===== config.mk =====
export PLATFORM = sky130hd
export DESIGN_NAME = i2c_txb_handoff
export DESIGN_NICKNAME = d
export VERILOG_FILES = /design/src/rtl/i2c_txb_pkg.sv /design/src/rtl/i2c_txb_hold.sv /design/src/rtl/i2c_txb_ctrl.sv /design/src/rtl/i2c_txb_rx.sv /design/src/rtl/i2c_txb_handoff.sv
export SDC_FILE = /design/constraint.sdc
export NUM_CORES = 1
export LEC_CHECK = 0
export BUFFER_PORTS_ARGS = -buffer_cell sky130_fd_sc_hd__buf_2
export CAP_MARGIN = 20
export CORE_MARGIN = 3
export CORE_UTILIZATION = 52
export CTS_CLUSTER_SIZE = 12
export DETAILED_ROUTE_END_ITERATION = 8
export GPL_TIMING_DRIVEN = 1
export PLACE_DENSITY = 0.83
export SKIP_CTS_REPAIR_TIMING = 1
export SYNTH_ARGS = -nofsm -noshare
export SYNTH_HDL_FRONTEND = slang
export SYNTH_HIERARCHICAL = 1
export SYNTH_SLANG_ARGS = --single-unit

===== constraint.sdc =====
create_clock -name clk -period 1.43 [get_ports clk]
set_input_delay 0.286 -clock clk [delete_from_list [all_inputs] [get_ports clk]]
set_output_delay 0.286 -clock clk [all_outputs]
set_load 0.1 [all_outputs]

===== src/rtl/i2c_txb_pkg.sv =====
package i2c_txb_pkg;
  // Decisions taken in one strobe cycle
  typedef struct packed {
    logic load;     // hand pending byte to shifter
    logic stop;     // master asks for STOP / repeated START
    logic rel_set;  // slave lets go of SDA
    logic ack_upd;  // capture the ninth bit
  } hand_evt_t;

  function automatic logic dev_xmit(input logic master, input logic rw);
    return master ? ~rw : rw;
  endfunction
endpackage


===== src/rtl/i2c_txb_hold.sv =====
module i2c_txb_hold #(
  parameter int DATA_W = 8
) (
  input  logic              clk,
  input  logic              rst_n,
  input  logic              en_i,
  input  logic              wr_i,
  input  logic [DATA_W-1:0] wdata_i,
  input  logic              load_i,
  output logic              empty_o,
  output logic [DATA_W-1:0] sh_data_o
);
  logic              empty_q, empty_d;
  logic [DATA_W-1:0] hold_q, hold_d;
  logic [DATA_W-1:0] sh_q, sh_d;

  always_comb begin
    empty_d = empty_q;
    hold_d  = hold_q;
    sh_d    = sh_q;
    if (!en_i) begin
      empty_d = 1'b1;
      hold_d  = '0;
      sh_d    = '0;
    end else begin
      if (load_i) begin
        sh_d    = hold_q;
        empty_d = 1'b1;
      end
      if (wr_i) begin
        hold_d  = wdata_i;
        empty_d = 1'b0;
      end
    end
  end

  always_ff @(posedge clk or negedge rst_n) begin
    if (!rst_n) begin
      empty_q <= 1'b1;
      hold_q  <= '0;
      sh_q    <= '0;
    end else begin
      empty_q <= empty_d;
      hold_q  <= hold_d;
      sh_q    <= sh_d;
    end
  end

  assign empty_o   = empty_q;
  assign sh_data_o = sh_q;


  wr_takes_chk: assert property (@(posedge clk) disable iff (!rst_n)
    (en_i && wr_i) |=> (!empty_o));

  load_empties_chk: assert property (@(posedge clk) disable iff (!rst_n)
    (en_i && load_i && !wr_i) |=> empty_o);
endmodule


===== src/rtl/i2c_txb_ctrl.sv =====
module i2c_txb_ctrl
  import i2c_txb_pkg::*;
(
  input  logic clk,
  input  logic rst_n,
  input  logic en_i,
  input  logic is_master_i,
  input  logic rw_i,
  input  logic addr_evt_i,
  input  logic byte_done_i,
  input  logic ack_i,
  input  logic pending_i,
  output logic load_o,
  output logic sh_load_o,
  output logic stop_req_o,
  output logic sda_rel_o,
  output logic rx_ack_o
);
  hand_evt_t evt;
  logic xmit;
  logic sh_load_q, stop_q, rel_q, ack_q;
  logic rel_d, ack_d;

  assign xmit = dev_xmit(is_master_i, rw_i);

  always_comb begin
    evt = '0;
    if (en_i) begin
      if (is_master_i) begin
        evt.load    = pending_i && !ack_i && (addr_evt_i || (byte_done_i && xmit)) && xmit;
        evt.stop    = ack_i && (addr_evt_i || (byte_done_i && xmit));
        evt.ack_upd = addr_evt_i || (byte_done_i && xmit);
      end else begin
        evt.load    = pending_i && xmit && (addr_evt_i || (byte_done_i && !ack_i));
        evt.rel_set = xmit && byte_done_i && ack_i;
        evt.ack_upd = xmit && byte_done_i;
      end
    end
  end

  always_comb begin
    rel_d = rel_q;
    ack_d = ack_q;
    if (!en_i) begin
      rel_d = 1'b0;
      ack_d = 1'b0;
    end else begin
      if (addr_evt_i)  rel_d = 1'b0;
      if (evt.rel_set) rel_d = 1'b1;
      if (evt.ack_upd) ack_d = ack_i;
    end
  end

  always_ff @(posedge clk or negedge rst_n) begin
    if (!rst_n) begin
      sh_load_q <= 1'b0;
      stop_q    <= 1'b0;
      rel_q     <= 1'b0;
      ack_q     <= 1'b0;
    end else begin
      sh_load_q <= evt.load;
      stop_q    <= evt.stop;
      rel_q     <= rel_d;
      ack_q     <= ack_d;
    end
  end

  assign load_o     = evt.load;
  assign sh_load_o  = sh_load_q;
  assign stop_req_o = stop_q;
  assign sda_rel_o  = rel_q;
  assign rx_ack_o   = ack_q;


  stop_on_nack_chk: assert property (@(posedge clk) disable iff (!rst_n)
    (en_i && is_master_i && !rw_i && byte_done_i && ack_i) |=> (stop_req_o && !sh_load_o));

  load_stop_excl_chk: assert property (@(posedge clk) disable iff (!rst_n)
    $onehot0({sh_load_o, stop_req_o}));

  rel_hold_chk: assert property (@(posedge clk) disable iff (!rst_n)
    (sda_rel_o && en_i && !addr_evt_i) |=> sda_rel_o);

  no_load_empty_chk: assert property (@(posedge clk) disable iff (!rst_n)
    (!pending_i) |=> !sh_load_o);
endmodule


===== src/rtl/i2c_txb_rx.sv =====
module i2c_txb_rx #(
  parameter int DATA_W = 8
) (
  input  logic              clk,
  input  logic              rst_n,
  input  logic              en_i,
  input  logic              ld_i,
  input  logic [DATA_W-1:0] din_i,
  output logic [DATA_W-1:0] q_o
);
  logic [DATA_W-1:0] q_q, q_d;

  always_comb begin
    q_d = q_q;
    if (!en_i)     q_d = '0;
    else if (ld_i) q_d = din_i;
  end

  always_ff @(posedge clk or negedge rst_n) begin
    if (!rst_n) q_q <= '0;
    else        q_q <= q_d;
  end

  assign q_o = q_q;


  rx_clear_chk: assert property (@(posedge clk) disable iff (!rst_n)
    (!en_i) |=> (q_o == '0));

  rx_capture_chk: assert property (@(posedge clk) disable iff (!rst_n)
    (en_i && ld_i) |=> (q_o == $past(din_i)));
endmodule


===== src/rtl/i2c_txb_handoff.sv =====
module i2c_txb_handoff #(
  parameter int DATA_W = 8,
  parameter int SYNC_STAGES = 2
) (
  input  logic              clk,
  input  logic              rst_n,
  input  logic              enable_i,
  input  logic              is_master_i,
  input  logic              rw_i,
  input  logic              wr_i,
  input  logic [DATA_W-1:0] wr_data_i,
  input  logic              addr_evt_i,
  input  logic              byte_done_i,
  input  logic              ack_i,
  input  logic              rx_load_i,
  input  logic [DATA_W-1:0] rx_byte_i,
  output logic              sh_load_o,
  output logic [DATA_W-1:0] sh_data_o,
  output logic              txbe_o,
  output logic              rx_ack_o,
  output logic              stop_req_o,
  output logic              sda_release_o,
  output logic [DATA_W-1:0] rx_data_o
);
  localparam int SYNC_MSB = SYNC_STAGES - 1;

  logic [SYNC_MSB:0] rst_sync_q;
  logic              rst_int_n;
  logic              load_w;
  logic              empty_w;

  // Assert asynchronously, release on the clock
  always_ff @(posedge clk or negedge rst_n) begin
    if (!rst_n) rst_sync_q <= '0;
    else        rst_sync_q <= {rst_sync_q[SYNC_MSB-1:0], 1'b1};
  end
  assign rst_int_n = rst_sync_q[SYNC_MSB];

  i2c_txb_hold #(.DATA_W(DATA_W)) u_hold (
    .clk       (clk),
    .rst_n     (rst_int_n),
    .en_i      (enable_i),
    .wr_i      (wr_i),
    .wdata_i   (wr_data_i),
    .load_i    (load_w),
    .empty_o   (empty_w),
    .sh_data_o (sh_data_o)
  );

  i2c_txb_ctrl u_ctrl (
    .clk         (clk),
    .rst_n       (rst_int_n),
    .en_i        (enable_i),
    .is_master_i (is_master_i),
    .rw_i        (rw_i),
    .addr_evt_i  (addr_evt_i),
    .byte_done_i (byte_done_i),
    .ack_i       (ack_i),
    .pending_i   (!empty_w),
    .load_o      (load_w),
    .sh_load_o   (sh_load_o),
    .stop_req_o  (stop_req_o),
    .sda_rel_o   (sda_release_o),
    .rx_ack_o    (rx_ack_o)
  );

  i2c_txb_rx #(.DATA_W(DATA_W)) u_rx (
    .clk   (clk),
    .rst_n (rst_int_n),
    .en_i  (enable_i),
    .ld_i  (rx_load_i),
    .din_i (rx_byte_i),
    .q_o   (rx_data_o)
  );

  assign txbe_o = empty_w;


  wr_with_load_chk: assert property (@(posedge clk) disable iff (!rst_int_n)
    (enable_i && wr_i && load_w) |=> (sh_load_o && !txbe_o));
endmodule


# [Word level (Yosys, flattened, before mapping)]
# Index checks and enable logic that the tools add are counted.
[word_totals] output_inout_bits=21 ff_bits=31 in_bits=26 wordCells=49
[classes] n_reduce_logical=13 n_bitwise=1 n_eq_ne=6 n_mux=20
[ops] cell="$mux W8" n=6
[ops] cell="$mux W1" n=13
[ops] cell="$logic_and A1 B1 Y1" n=9
[ops] cell="$ne A2 B1 Y1 const B" n=4
[ops] cell="$ne A3 B1 Y1 const B" n=2
[ops] cell="$mux W4" n=1
[ops] cell="$logic_not A1 Y1" n=2
[ops] cell="$logic_or A1 B1 Y1" n=2
[ops] cell="$not A1 Y1" n=1

# [Logic depth before layout (Yosys ltp)]
[depth] depth_word=11 mapped_depth=6 depth_no_buf=5

# [Hierarchy]
# Netlist, hierarchy kept.
[by_module_without_submodules] mod="i2c_txb_hold" cells_each=54 area_each_um2=723.2 seq_area_each_um2=426.7 instances=1
[by_module_without_submodules] mod="i2c_txb_rx" cells_each=25 area_each_um2=341.6 seq_area_each_um2=200.2 instances=1
[by_module_without_submodules] mod="i2c_txb_ctrl" cells_each=21 area_each_um2=203.9 seq_area_each_um2=100.1 instances=1
[by_module_without_submodules] mod="i2c_txb_handoff" cells_each=4 area_each_um2=57.6 seq_area_each_um2=50.0 instances=1

# [Worst setup path after synthesis]
# Ideal clock, no wire load.
[synth_timing] kind="register to register" startpoint="reg u_hold.empty_q (netlist: u_hold/empty_o)" endpoint="reg u_hold.sh_q[0] (netlist: u_hold/sh_data_o[0])" path_buffers=1 stages_incl_launch_ff=7 setup_slack_ns=-0.192 period_less_slack_ns=1.622 setup_ns=0.124 required_ns=1.306 arrival_time_ns=1.499 path_cell_list="dfstp_2 > inv_1 > nand2_1 > a2111oi_1 > buf_6 > mux2i_1 > nor2b_1"
[synth_between] elab_chain_cells=7 word_cells_on_any_way=9 classes_between="eq/ne (1); mux (2); reduce/logical (6)"
[synth_lines] item="from (decl)" line="i2c_txb_hold.sv:13" rtl="logic empty_q, empty_d;"
[synth_lines] item="from (signal assigned)" line="i2c_txb_hold.sv:43" rtl="empty_q <= empty_d;"
[synth_lines] item="$logic_not A1 Y1 (*)" line="i2c_txb_handoff.sv:59" rtl=".pending_i (!empty_w),"
[synth_lines] item="$logic_and A1 B1 Y1 (3 in a row)" line="i2c_txb_ctrl.sv:30" rtl="evt.load = pending_i && !ack_i && (addr_evt_i || (byte_done_i && xmit)) && xmit;"
[synth_lines] item="$mux W1 (*)" line="i2c_txb_ctrl.sv:29" rtl="if (is_master_i) begin"
[synth_lines] item="$mux W4 (*)" line="i2c_txb_ctrl.sv:28" rtl="if (en_i) begin"
[synth_lines] item="net load_w" line="i2c_txb_handoff.sv:29" rtl="logic load_w;"
[synth_lines] item="$ne A2 B1 Y1 (no line) (*)"
[synth_lines] item="to (signal assigned)" line="i2c_txb_hold.sv:41" rtl="sh_q <= '0;"
[synth_lines] item="to (signal assigned)" line="i2c_txb_hold.sv:45" rtl="sh_q <= sh_d;"
[synth_lines] item="to (decl)" line="i2c_txb_hold.sv:15" rtl="logic [DATA_W-1:0] sh_q, sh_d;"
# Mark *: on every way through the listed nets, which the timed path passes. The rest lies on a longest branch.
# A chain may end at the register's enable or synchronous reset.

# [Final worst setup path]
[layout_timing] startpoint="reg u_hold.empty_q (netlist: u_hold/empty_o)" endpoint="reg u_hold.sh_q[2] (netlist: u_hold/sh_data_o[2])"
# Same word-level chain as after synthesis.

==> flow_metrics.py <==
metrics = {
    "status": {
        "status": "finished, violations left",
        "violations": "setup timing",
    },
    "worst_setup_path": {
        "regToRegStartpoint": "u_hold/empty_o$_DFFE_PN1P_",
        "r2r_setup_slack_ns": -0.04,
        "critPathCaptureType": "flip-flop",
        "timing.critical_path.from_type": "flip-flop",
        "regToRegEndpoint": "u_hold/sh_data_o[2]$_DFFE_PN0P_",
        "worst_path_required_ns": 1.64,
        "critical_path_class": "reg2reg",
        "timing.critical_path.fanout_max": 10,
        "critPathArrivalTime_ns": 1.68,
        "reg2reg_depth": 6,
    },
    "pwr": {
        "ir_worst_vdd_v": 0.0007742,
        "power-per-cell-area_nw_per_um2": 1006,
        "power.leakage_nw": 0.8724,
    },
    "sta": {
        "finalCritPeriodShare_pct": 102.5,
        "setup_tns_ns": -0.07078,
        "fmax_mhz": 682.1,
        "post-route-min-period_ns": 1.466,
        "final-max-slew-violation-count": 0,
        "holdWs_ns": 0.1894,
        "timing.clock.skew_ns": 0.01378,
        "setup_ws_ns": -0.03607,
        "report.final.setup_viol": 3,
        "number_of_hold_violations_in_the_final_report": 0,
        "grt_setup_unrepaired": "yes",
    },
    "placed_design": {
        "detailedPlacementHpwl_um": 2061,
        "numPortBuffers": 46,
        "place_worst_setup_slack_ns": -0.2649,
        "gp_congestion": 0.8383,
    },
    "drt": {
        "detail_route.first_pass.iterations": 4,
        "drt_drc_violations_left": 0,
        "routed_wirelength_um": 2755,
        "routedWlPerCell_um": 14.65,
        "via_count": 956,
        "via_per_inst": 5.085,
        "drt_iter0_markers": 17,
        "residual_antenna_violating_net_count_after_detailed_routing": 0,
    },
    "hold_path": {
        "holdCritPathClass": "reg2async",
    },
    "floorplanning": {
        "cell_rows": 17,
        "fp.coreArea_um2": 2318,
        "floorplan.initialDensity_pct": 57.20,
        "io_pins": 47,
        "area_enclosed_by_the_die_boundary_um2": 3192,
        "floorplan.die.height_um": 56.50,
        "chipWidth_um": 56.50,
    },
    "global_route": {
        "grt-ovfl-total": 0,
        "grt_pass1_vias": 1014,
        "wire_length_of_the_first_global_routing_pass_um": 4650,
        "initial_antenna_violation_count": 0,
        "all_layer_global_routing_usage_pct": 19.57,
        "maximum_number_of_pins_on_one_net_before_global_route_repair": 30,
    },
    "clock_tree": {
        "cts.path.max_buffers": 2,
        "numCtsBuffers": 5,
        "cts_tree": "yes",
        "cts_num_sinks": 31,
        "clk_latency_ns": 0.33,
        "cts.htree.levels": 2,
        "ctsRootBufferMaster": "clkbuf_4",
        "clkTransAtPathRegs_ns": 0.09,
    },
    "synthesis": {
        "synth-seq-cells": 31,
        "post_synthesis_share_of_cell_area_spent_on_full_adders_half_adders_and_majority_gates_pct": 0,
        "ys_warn_count": 6,
        "syn-cell-area_um2": 1326,
        "post_synth_xor_area_fraction_pct": 0,
        "synthesis.nets": 130,
        "count_of_cell_types_in_the_netlist": 18,
        "synth_top_family_by_area": "multiplexers",
        "share_of_the_synthesized_area_in_compound_gates_ao_oa_aoi_oai_pct": 3.019,
        "seq_area_frac_synth_pct": 58.58,
        "synth-simple-area-share_pct": 15.75,
        "gate_count_post_synth": 104,
        "yosys-mux-area-fraction_pct": 18.87,
        "synth_area_per_cell_um2": 12.75,
    },
    "cells_and_area": {
        "layout-area-overhead-vs-synth_pct": 31.32,
        "layout-drive-gt1-share_pct": 38.75,
        "layout.filler_cells": 173,
        "finalNetCount": 186,
        "layout.cells.most_common_list": "30 x buf_2, 30 x dfrtp_1, 26 x nor2b_1, 25 x mux2i_1, 20 x clkbuf_4",
        "antenna_cells_inserted": 0,
    },
    "job": {
        "max_cap_violations": 0,
    },
}
==> cell families (layout without fill, tap and decap cells) <==
group                  count (synthesis)  count (layout)
and+or+nand+nor                       35              35
other                                  1               1
buffers and inverters                  6              62
DFF                                   31              31
AOI/OAI and AO/OA                      6               6
muxes                                 25              25
==> power by group <==
group          switching (mW)  internal, mW  total, mW  leakage, nW
Combinational           0.247         0.114      0.361        0.434
Clock                   0.266         0.185      0.451       0.0254
Sequential             0.0264         0.914      0.941        0.413
Total                   0.539          1.21       1.75        0.872
==> cell usage after synthesis <==
cell type,number,area [um2]
a2111oi_1,1,10.01
a21oi_1,2,10.01
a31oi_1,1,6.260
a32oi_1,1,8.760
buf_2,1,5.000
buf_6,3,33.78
conb_1,1,3.750
dfrtp_1,30,750.7
dfstp_2,1,26.28
inv_1,2,7.510
mux2i_1,25,250.2
nand2_1,3,11.26
nand2b_1,1,6.260
nand3_1,1,5.000
nor2_1,3,11.26
nor2b_1,26,162.7
nor3b_2,1,12.51
o21ai_0,1,5.000
==> flip-flops by register name (all words and copies together) (netlist names) <==
register and count:
u_hold/empty_o 1, u_ctrl/sh_load_o 1, u_hold/sh_data_o 8, u_ctrl/rx_ack_o 1, u_hold/hold_q 8, rst_sync_q 2, u_rx/q_o 8, u_ctrl/stop_req_o 1
u_ctrl/sda_rel_o 1
==> per-stage QoR <==
stage          area (um2)  cells  utilization, %  total power, mW
4_1_cts              1694    187           73.07            1.771
2_1_floorplan        1350    104               -            1.205
5_1_grt              1742    188           75.12            1.850
6_report             1742    188           75.12            1.753
3_3_place_gp         1649    180           71.13            1.299
3_5_place_dp         1649    180           71.13            1.312
==> critical path, cell delays in order, from the launching register on <==
cell,delay (ns)
dfstp_4,0.50
inv_2,0.05
nand2_2,0.06
a2111oi_4,0.25
buf_12,0.19
mux2i_1,0.23
nor2b_1,0.07
==> area by class of cell <==
type	count	area, um2	area share, %
timing repair buffer	53	350.3	20.11
multi-input combinational	67	523.0	30.03
sequential	31	780.7	44.83
tap	28	35.03	2.011
clock buffer	7	45.04	2.586
inverter	2	7.507	0.4310
==> how the worst max path moves through the flow <==
| stage | end | cells past startpoint | slack [ns] | startpoint |
|---|---|---|---|---|
| 2_1_floorplan | u_hold/sh_data_o[0]$_DFFE_PN0P_ | 6 | -0.03 | u_hold/empty_o$_DFFE_PN1P_ |
| 3_3_place_gp | u_hold/sh_data_o[3]$_DFFE_PN0P_ | 7 | -0.14 | rw_i |
| 3_5_place_dp | u_hold/sh_data_o[5]$_DFFE_PN0P_ | 7 | -0.26 | rw_i |
| 4_1_cts | u_hold/sh_data_o[5]$_DFFE_PN0P_ | 6 | -0.04 | u_hold/empty_o$_DFFE_PN1P_ |
| 5_1_grt | u_hold/sh_data_o[5]$_DFFE_PN0P_ | 6 | -0.11 | u_hold/empty_o$_DFFE_PN1P_ |
| 6_report | u_hold/sh_data_o[2]$_DFFE_PN0P_ | 6 | -0.04 | u_hold/empty_o$_DFFE_PN1P_ |
==> metal layers <==
metal | global-route usage [%] | up-vias | wire [um]
li1 | - | 459 | -
met4 | 8.814 | 0 | 48
met1 | 23.54 | 445 | 1060
met5 | 0 | - | 0
met2 | 30.69 | 46 | 1402
met3 | 7.816 | 6 | 243
(Power assumes the default switching activity.)
